===== src/rtl/irq_agg_pkg.sv =====
package irq_agg_pkg;
  localparam int REG_W  = 32;
  localparam int HALF_W = 16;

  // Mask covering cnt bits starting at position first.
  function automatic logic [REG_W-1:0] field_mask(input int first, input int cnt);
    logic [REG_W-1:0] m;
    m = '0;
    for (int k = 0; k < REG_W; k++) begin
      if (k >= first && k < first + cnt) m[k] = 1'b1;
    end
    return m;
  endfunction
endpackage


===== src/rtl/irq_agg_enable_reg.sv =====
module irq_agg_enable_reg #(
  parameter int NUM_SRC = 7
) (
  input  logic               clk,
  input  logic               rst_n,
  input  logic               wr_en,
  input  logic [NUM_SRC-1:0] wr_bits,
  output logic [NUM_SRC-1:0] en_q
);
  always_ff @(posedge clk or negedge rst_n) begin
    if (!rst_n)     en_q <= '0;
    else if (wr_en) en_q <= wr_bits;
  end

  // a write loads the field verbatim
  p_en_load_r2: assert property (@(posedge clk) disable iff (!rst_n)
    wr_en |=> en_q == $past(wr_bits));
  // no write keeps the field
  p_en_hold_r2: assert property (@(posedge clk) disable iff (!rst_n)
    !wr_en |=> $stable(en_q));
endmodule


===== src/rtl/irq_agg_status.sv =====
module irq_agg_status #(
  parameter int NUM_SRC = 7
) (
  input  logic               clk,
  input  logic               rst_n,
  input  logic               wr_en,
  input  logic [NUM_SRC-1:0] clr_bits,
  input  logic [NUM_SRC-1:0] src_in,
  output logic [NUM_SRC-1:0] st_q
);
  for (genvar g = 0; g < NUM_SRC; g++) begin : g_bit
    logic clr;
    assign clr = wr_en & clr_bits[g];

    always_ff @(posedge clk or negedge rst_n) begin
      if (!rst_n)         st_q[g] <= 1'b0;
      else if (src_in[g]) st_q[g] <= 1'b1;
      else if (clr)       st_q[g] <= 1'b0;
    end

    // a high source always leaves the bit set
    p_src_sets_r4: assert property (@(posedge clk) disable iff (!rst_n)
      src_in[g] |=> st_q[g]);
    // clear with a quiet source empties the bit
    p_clear_r3: assert property (@(posedge clk) disable iff (!rst_n)
      (clr && !src_in[g]) |=> !st_q[g]);
    // no clear keeps a pending bit
    p_keep_r3: assert property (@(posedge clk) disable iff (!rst_n)
      (st_q[g] && !clr) |=> st_q[g]);
  end
endmodule


===== src/rtl/irq_agg_summary.sv =====
module irq_agg_summary #(
  parameter int NUM_SRC = 7
) (
  input  logic               clk,
  input  logic               rst_n,
  input  logic [NUM_SRC-1:0] st,
  input  logic [NUM_SRC-1:0] en,
  output logic               irq_q
);
  logic any_pending;
  assign any_pending = |(st & en);

  always_ff @(posedge clk or negedge rst_n) begin
    if (!rst_n) irq_q <= 1'b0;
    else        irq_q <= any_pending;
  end

  // rise one cycle after an enabled pending bit
  p_irq_rise_r6: assert property (@(posedge clk) disable iff (!rst_n)
    (|(st & en)) |=> irq_q);
  // fall one cycle after none remains
  p_irq_fall_r6: assert property (@(posedge clk) disable iff (!rst_n)
    !(|(st & en)) |=> !irq_q);
endmodule


===== src/rtl/irq_aggregator.sv =====
module irq_aggregator
  import irq_agg_pkg::*;
#(
  parameter int NUM_SRC   = 7,
  parameter int FIRST_BIT = 0
) (
  input  logic               clk,
  input  logic               rst_n,
  input  logic               reg_sel,
  input  logic               reg_we,
  input  logic [31:0]        reg_wdata,
  output logic [31:0]        reg_rdata,
  input  logic [NUM_SRC-1:0] src_in,
  output logic               irq_out
);
  localparam int ST_BIT = FIRST_BIT + HALF_W;
  localparam logic [REG_W-1:0] IMPL_ALL =
    field_mask(FIRST_BIT, NUM_SRC) | field_mask(ST_BIT, NUM_SRC);

  logic               wr_en;
  logic [NUM_SRC-1:0] en_q;
  logic [NUM_SRC-1:0] st_q;
  logic [REG_W-1:0]   word;
  logic               unused_wbits;

  assign wr_en        = reg_sel & reg_we;
  assign unused_wbits = ^(reg_wdata & ~IMPL_ALL);

  irq_agg_enable_reg #(.NUM_SRC(NUM_SRC)) u_en (
    .clk    (clk),
    .rst_n  (rst_n),
    .wr_en  (wr_en),
    .wr_bits(reg_wdata[FIRST_BIT +: NUM_SRC]),
    .en_q   (en_q)
  );

  irq_agg_status #(.NUM_SRC(NUM_SRC)) u_st (
    .clk     (clk),
    .rst_n   (rst_n),
    .wr_en   (wr_en),
    .clr_bits(reg_wdata[ST_BIT +: NUM_SRC]),
    .src_in  (src_in),
    .st_q    (st_q)
  );

  irq_agg_summary #(.NUM_SRC(NUM_SRC)) u_sum (
    .clk  (clk),
    .rst_n(rst_n),
    .st   (st_q),
    .en   (en_q),
    .irq_q(irq_out)
  );

  always_comb begin
    word = '0;
    word[FIRST_BIT +: NUM_SRC] = en_q;
    word[ST_BIT +: NUM_SRC]    = st_q;
  end

  assign reg_rdata = reg_sel ? word : '0;

  // unimplemented bits never read as 1
  p_unimpl_zero_r5: assert property (@(posedge clk) disable iff (!rst_n)
    (reg_rdata & ~IMPL_ALL) == '0);
  // idle port reads zero
  p_rd_idle_r8: assert property (@(posedge clk) disable iff (!rst_n)
    !reg_sel |-> reg_rdata == '0);
endmodule


===== config.mk =====
export PLATFORM = sky130hd
export DESIGN_NAME = irq_aggregator
export DESIGN_NICKNAME = d
export VERILOG_FILES = /design/src/rtl/irq_agg_pkg.sv /design/src/rtl/irq_agg_enable_reg.sv /design/src/rtl/irq_agg_status.sv /design/src/rtl/irq_agg_summary.sv /design/src/rtl/irq_aggregator.sv
export SDC_FILE = /design/constraint.sdc
export NUM_CORES = 1
export LEC_CHECK = 0
export BUFFER_PORTS_ARGS = -buffer_cell sky130_fd_sc_hd__buf_2
export CAP_MARGIN = 0
export CORE_MARGIN = 1.5
export CORE_UTILIZATION = 30
export CTS_CLUSTER_SIZE = 10
export DETAILED_ROUTE_END_ITERATION = 10
export PLACE_DENSITY = 0.67
export SYNTH_ARGS = -nofsm -noshare
export SYNTH_HDL_FRONTEND = slang
export SYNTH_SLANG_ARGS = --single-unit
export TNS_END_PERCENT = 30

===== constraint.sdc =====
create_clock -name clk -period 1.25 [get_ports clk]
set_input_delay 0.25 -clock clk [delete_from_list [all_inputs] [get_ports clk]]
set_output_delay 0.25 -clock clk [all_outputs]
set_load 0.03 [all_outputs]

# Word level (Yosys, flattened, before mapping)
# Cells that the tools add are included.
[totals]
output_inout_bits = 33
reg_bits = 15
[classes]
n_mux = 15
n_reduce_logical = 8
bitwise = 9
[ops]
columns = ["op", "n"]
rows = [
  ["2-to-1 mux 23 bit", 1],
  ["2-to-1 mux 1 bit", 14],
  ["nonzero test 2 bit", 7],
  ["AND 1 bit", 8],
  ["AND 7 bit", 1],
  ["OR reduction 7 bit", 1],
]

# Depth between registers and ports, before layout
[logic_depth]
depth_word = 4
depth_mapped = 3
depth_no_buf = 2

# Hierarchy
# A second synthesis with hierarchy kept.
[unflattened]
cells_unflattened = 76
hier_area_um2 = 858.3
[by_module_without_submodules]
columns = ["module", "seq_area_each_um2", "instances", "area_each_um2", "cells_each"]
rows = [
  ["irq_agg_enable_reg", 175.2, 1, 291.5, 15],
  ["irq_aggregator", 0.0, 1, 257.7, 35],
  ["irq_agg_status", 175.2, 1, 254.0, 21],
  ["irq_agg_summary", 25.0, 1, 55.1, 5],
]

# Worst setup path after synthesis
# OpenSTA, ideal clock, no wires.
[synth_path]
path_type = "input to output"
from = "in reg_sel"
to = "out reg_rdata[0]"
arrival_time_ns = 0.744
setup_slack_ns = 0.256
path_stages = 2
path_cell_list = "clkbuf_1 > and2_1"
[synth_between]
elab_chain_cells = 1
[synth_lines]
columns = ["item", "line_no", "text"]
rows = [
  ["from (decl)", "irq_aggregator.sv:9", "input logic reg_sel,"],
  ["2-to-1 mux 23 bit", "irq_aggregator.sv:60", "assign reg_rdata = reg_sel ? word : '0;"],
  ["to (decl)", "irq_aggregator.sv:12", "output logic [31:0] reg_rdata,"],
]
# No other way between the ends.

# Worst setup path in the final report
[layout_path]
from = "reg u_st.st_q[0]"
to = "out reg_rdata[16]"
[layout_between]
elab_chain_cells = 1
[layout_lines]
columns = ["item", "line_no", "text"]
rows = [
  ["from (decl)", "irq_agg_status.sv:9", "output logic [NUM_SRC-1:0] st_q"],
  ["from (signal, indexed assignment)", "irq_agg_status.sv:16", "if (!rst_n) st_q[g] <= 1'b0;"],
  ["from (signal, indexed assignment)", "irq_agg_status.sv:17", "else if (src_in[g]) st_q[g] <= 1'b1;"],
  ["from (signal, indexed assignment)", "irq_agg_status.sv:18", "else if (clr) st_q[g] <= 1'b0;"],
  ["2-to-1 mux 23 bit", "irq_aggregator.sv:60", ""],
]
# No other way between the ends.

==> flow_metrics.tcl <==
set metrics [dict create \
    slew_violations 0 \
    grt_use_total 0.127 \
    wl_per_cell_um 12.0 \
    finClkSkew_ns 0.0139 \
    comb_power_share 0.373 \
    utilization 0.484 \
    portBuffers 39 \
    yosysUniqueCellTypes 11 \
    dieArea_um2 3090 \
    required_ns 1.00 \
    layout-drive-gt1-share 0.592 \
    max-cap-violations 0 \
    layout_setup_ws_ns -0.00179 \
    violations "negative setup slack" \
    ys_warn_count 0 \
    clock_path_buffers 2 \
    wl_mm 1.93 \
    dr_total_vias 717 \
    num_antenna_cells 0 \
    vias_per_cell 4.48 \
    num-nets-final 174 \
    power.share.switching 0.340 \
    yosysSeqAreaShare 0.453 \
    area_growth_pct 48.8 \
    grt_max_degree 23 \
    placed_area_um2 991 \
    path_clk_slew_ns 0.10 \
    overflow 0 \
    reg2reg_depth 4 \
    finalHoldViolations 0 \
    synth_mux_area_frac 0.0952 \
    synthSimpleGateAreaFrac 0.168 \
    p_switching_uw 459 \
    cp-start-kind "register" \
    fmax_ghz 0.799 \
    rrSetupSlack_ns 0.14 \
    antenna_found_initial 0 \
    cts_tree "done" \
    synth_top_family_by_area "buffers and inverters" \
    cts_htree_levels 1 \
    fillCellCount 254 \
    synth_seq_cells 15 \
    drtIter0Drc 11 \
    synth-xor-area-share 0 \
    cts.sinks 15 \
    synth_compound_gate_area_share 0.0937 \
    die_h_um 55.5 \
    grt_pass1_vias 669 \
    post-route-min-period_ns 1.25 \
    synthesis.area_um2 828 \
    fin_crit_sh 1.00 \
    crit_path_max_fanout 2 \
    p_int_uw 891 \
    cts.root.buffer_cell "clkbuf_4" \
    r2r-end "u_sum.irq_q$_DFF_PN0_" \
    drcViolationCount 0 \
    gp_congestion 0.727 \
    status "complete, but fails checks" \
    dieWidth_um 55.5 \
    synth_fa_ha_area_frac 0 \
    critPathKind "register to primary output" \
    multi_input_area_um2 395 \
    crit_path_end "reg_rdata[16]" \
    seq_area_um2 375 \
    synth.avg_cell_area_um2 10.8 \
    ant_nets 0 \
    worstPathArrival_ns 1.00 \
    setup-violations-final 1 \
    pwr-share-clk 0.209 \
    setup.worst_path.start "u_st.st_q[0]$_DFFE_PN0P_" \
    core.rowCount 18 \
    grt_pass1_wl_mm 3.06 \
    leakagePower_nw 0.617 \
    postSynthCellCount 77 \
    start_util 0.325 \
    holdWs_ns 0.129 \
    power_density_nw_per_um2 1100 \
    dr.pass1.iters 4 \
    clk_latency_ns 0.29 \
    endpoint_kind "primary output" \
    ir_drop_mv 0.875 \
    coreArea_um2 2540 \
    stdcell_area_um2 1230 \
    hp-class "primary input to register" \
    p_seq_frac 0.418 \
    hpwlAfterDp_mm 1.32 \
    timing.rr.start "u_en.en_q[1]$_DFFE_PN0N_" \
    io_pins 76 \
    rsz0062_at_grt "yes" \
    numCtsBuffers 3 \
]
## critical path, stage by stage, from the launching register on
cell	delay [ns]
dfrtp_1	0.39
and2_1	0.16
buf_2	0.17
## through the flow
stage | power, mW | setup WS (ns) | TNS (ns) | std cells
floorplan | 0.864 | 0.256 | 0 | 94
CTS | 1.30 | -0.00945 | -0.00945 | 152
global placement | 0.928 | 0.175 | 0 | 143
detailed placement | 0.934 | 0.156 | 0 | 143
finish | 1.35 | -0.00179 | -0.00179 | 160
global route | 1.43 | -0.0437 | -0.115 | 160
## state kept, by name, indices dropped and copies added, names as in the netlist
register	count
u_sum.irq_q	1
u_st.st_q	7
u_en.en_q	7
## cells in the final DEF (no fill, tap or decap)
cell           instances
mux2_2                 7
clkinv_2               1
a21o_1                 7
buf_2                 26
conb_1                18
a22oi_1                2
buf_4                 12
and2_4                13
nand2_4                1
dfrtp_1               15
a222oi_1               1
clkbuf_4               3
dlygate4sd3_1          1
buf_6                 13
buf_12                 1
and2_1                 1
nand3_1                8
## Yosys cell counts
cell	count	area, µm²
buf_4	20	150
mux2_2	7	78.8
a22oi_1	2	15.0
nand3_1	8	40.0
conb_1	1	3.75
nand2_4	1	11.3
a222oi_1	1	10.0
a21o_1	7	52.6
dfrtp_1	15	375
clkbuf_1	1	3.75
and2_1	14	87.6
## layout make-up
cell class | instances | area share
timing repair buffer | 53 | 0.322
clock inverter | 1 | 0.00406
multi-input combinational | 58 | 0.321
sequential | 15 | 0.305
clock buffer | 3 | 0.0183
tap | 30 | 0.0305
## repair_timing
| item | 4_1_cts | 5_1_grt |
|---|---|---|
| endpoints found under the setup margin | 14 | 14 |
| gates resized for setup | 31 | 8 |
| pin swaps | 1 | 10 |
| hold buffers | 1 | 0 |
| setup buffers | 4 | 8 |
| hold endpoints to repair | 15 | 0 |
## metal layers
layer,share of wire,global-route usage,vias to the layer above
met5,0,0,-
met3,0.11,0.0398,2
met4,0.0062,0.0523,0
met2,0.49,0.209,61
met1,0.39,0.154,325
li1,-,-,329
## power groups by stage
| stage | logic [mW] | clock network (mW) | registers [mW] |
|---|---|---|---|
| after detailed placement | 0.359 | 0 | 0.575 |
| after CTS | 0.445 | 0.289 | 0.564 |
| after global routing | 0.537 | 0.320 | 0.569 |
| after floorplan | 0.299 | 0 | 0.565 |
| final | 0.504 | 0.282 | 0.564 |
| after global placement | 0.355 | 0 | 0.573 |
## cells by family after synthesis
group | after synthesis
AO/OA/AOI/OAI | 10
buffers and inverters | 21
flip-flops | 15
multiplexers | 7
other | 1
AND/OR/NAND/NOR | 23
## worst min-delay path by stage
stage / from / endpoint / cells past startpoint
final: src_in[6] / u_st.st_q[6]$_DFFE_PN0P_ / 2
after global routing: src_in[6] / u_st.st_q[6]$_DFFE_PN0P_ / 2
after global placement: rst_n / u_en.en_q[2]$_DFFE_PN0N_ / 1
after CTS: src_in[6] / u_st.st_q[6]$_DFFE_PN0P_ / 2
after detailed placement: rst_n / u_en.en_q[2]$_DFFE_PN0N_ / 1
after floorplan: rst_n / u_en.en_q[0]$_DFFE_PN0N_ / 0
(Power assumes the default switching activity.)
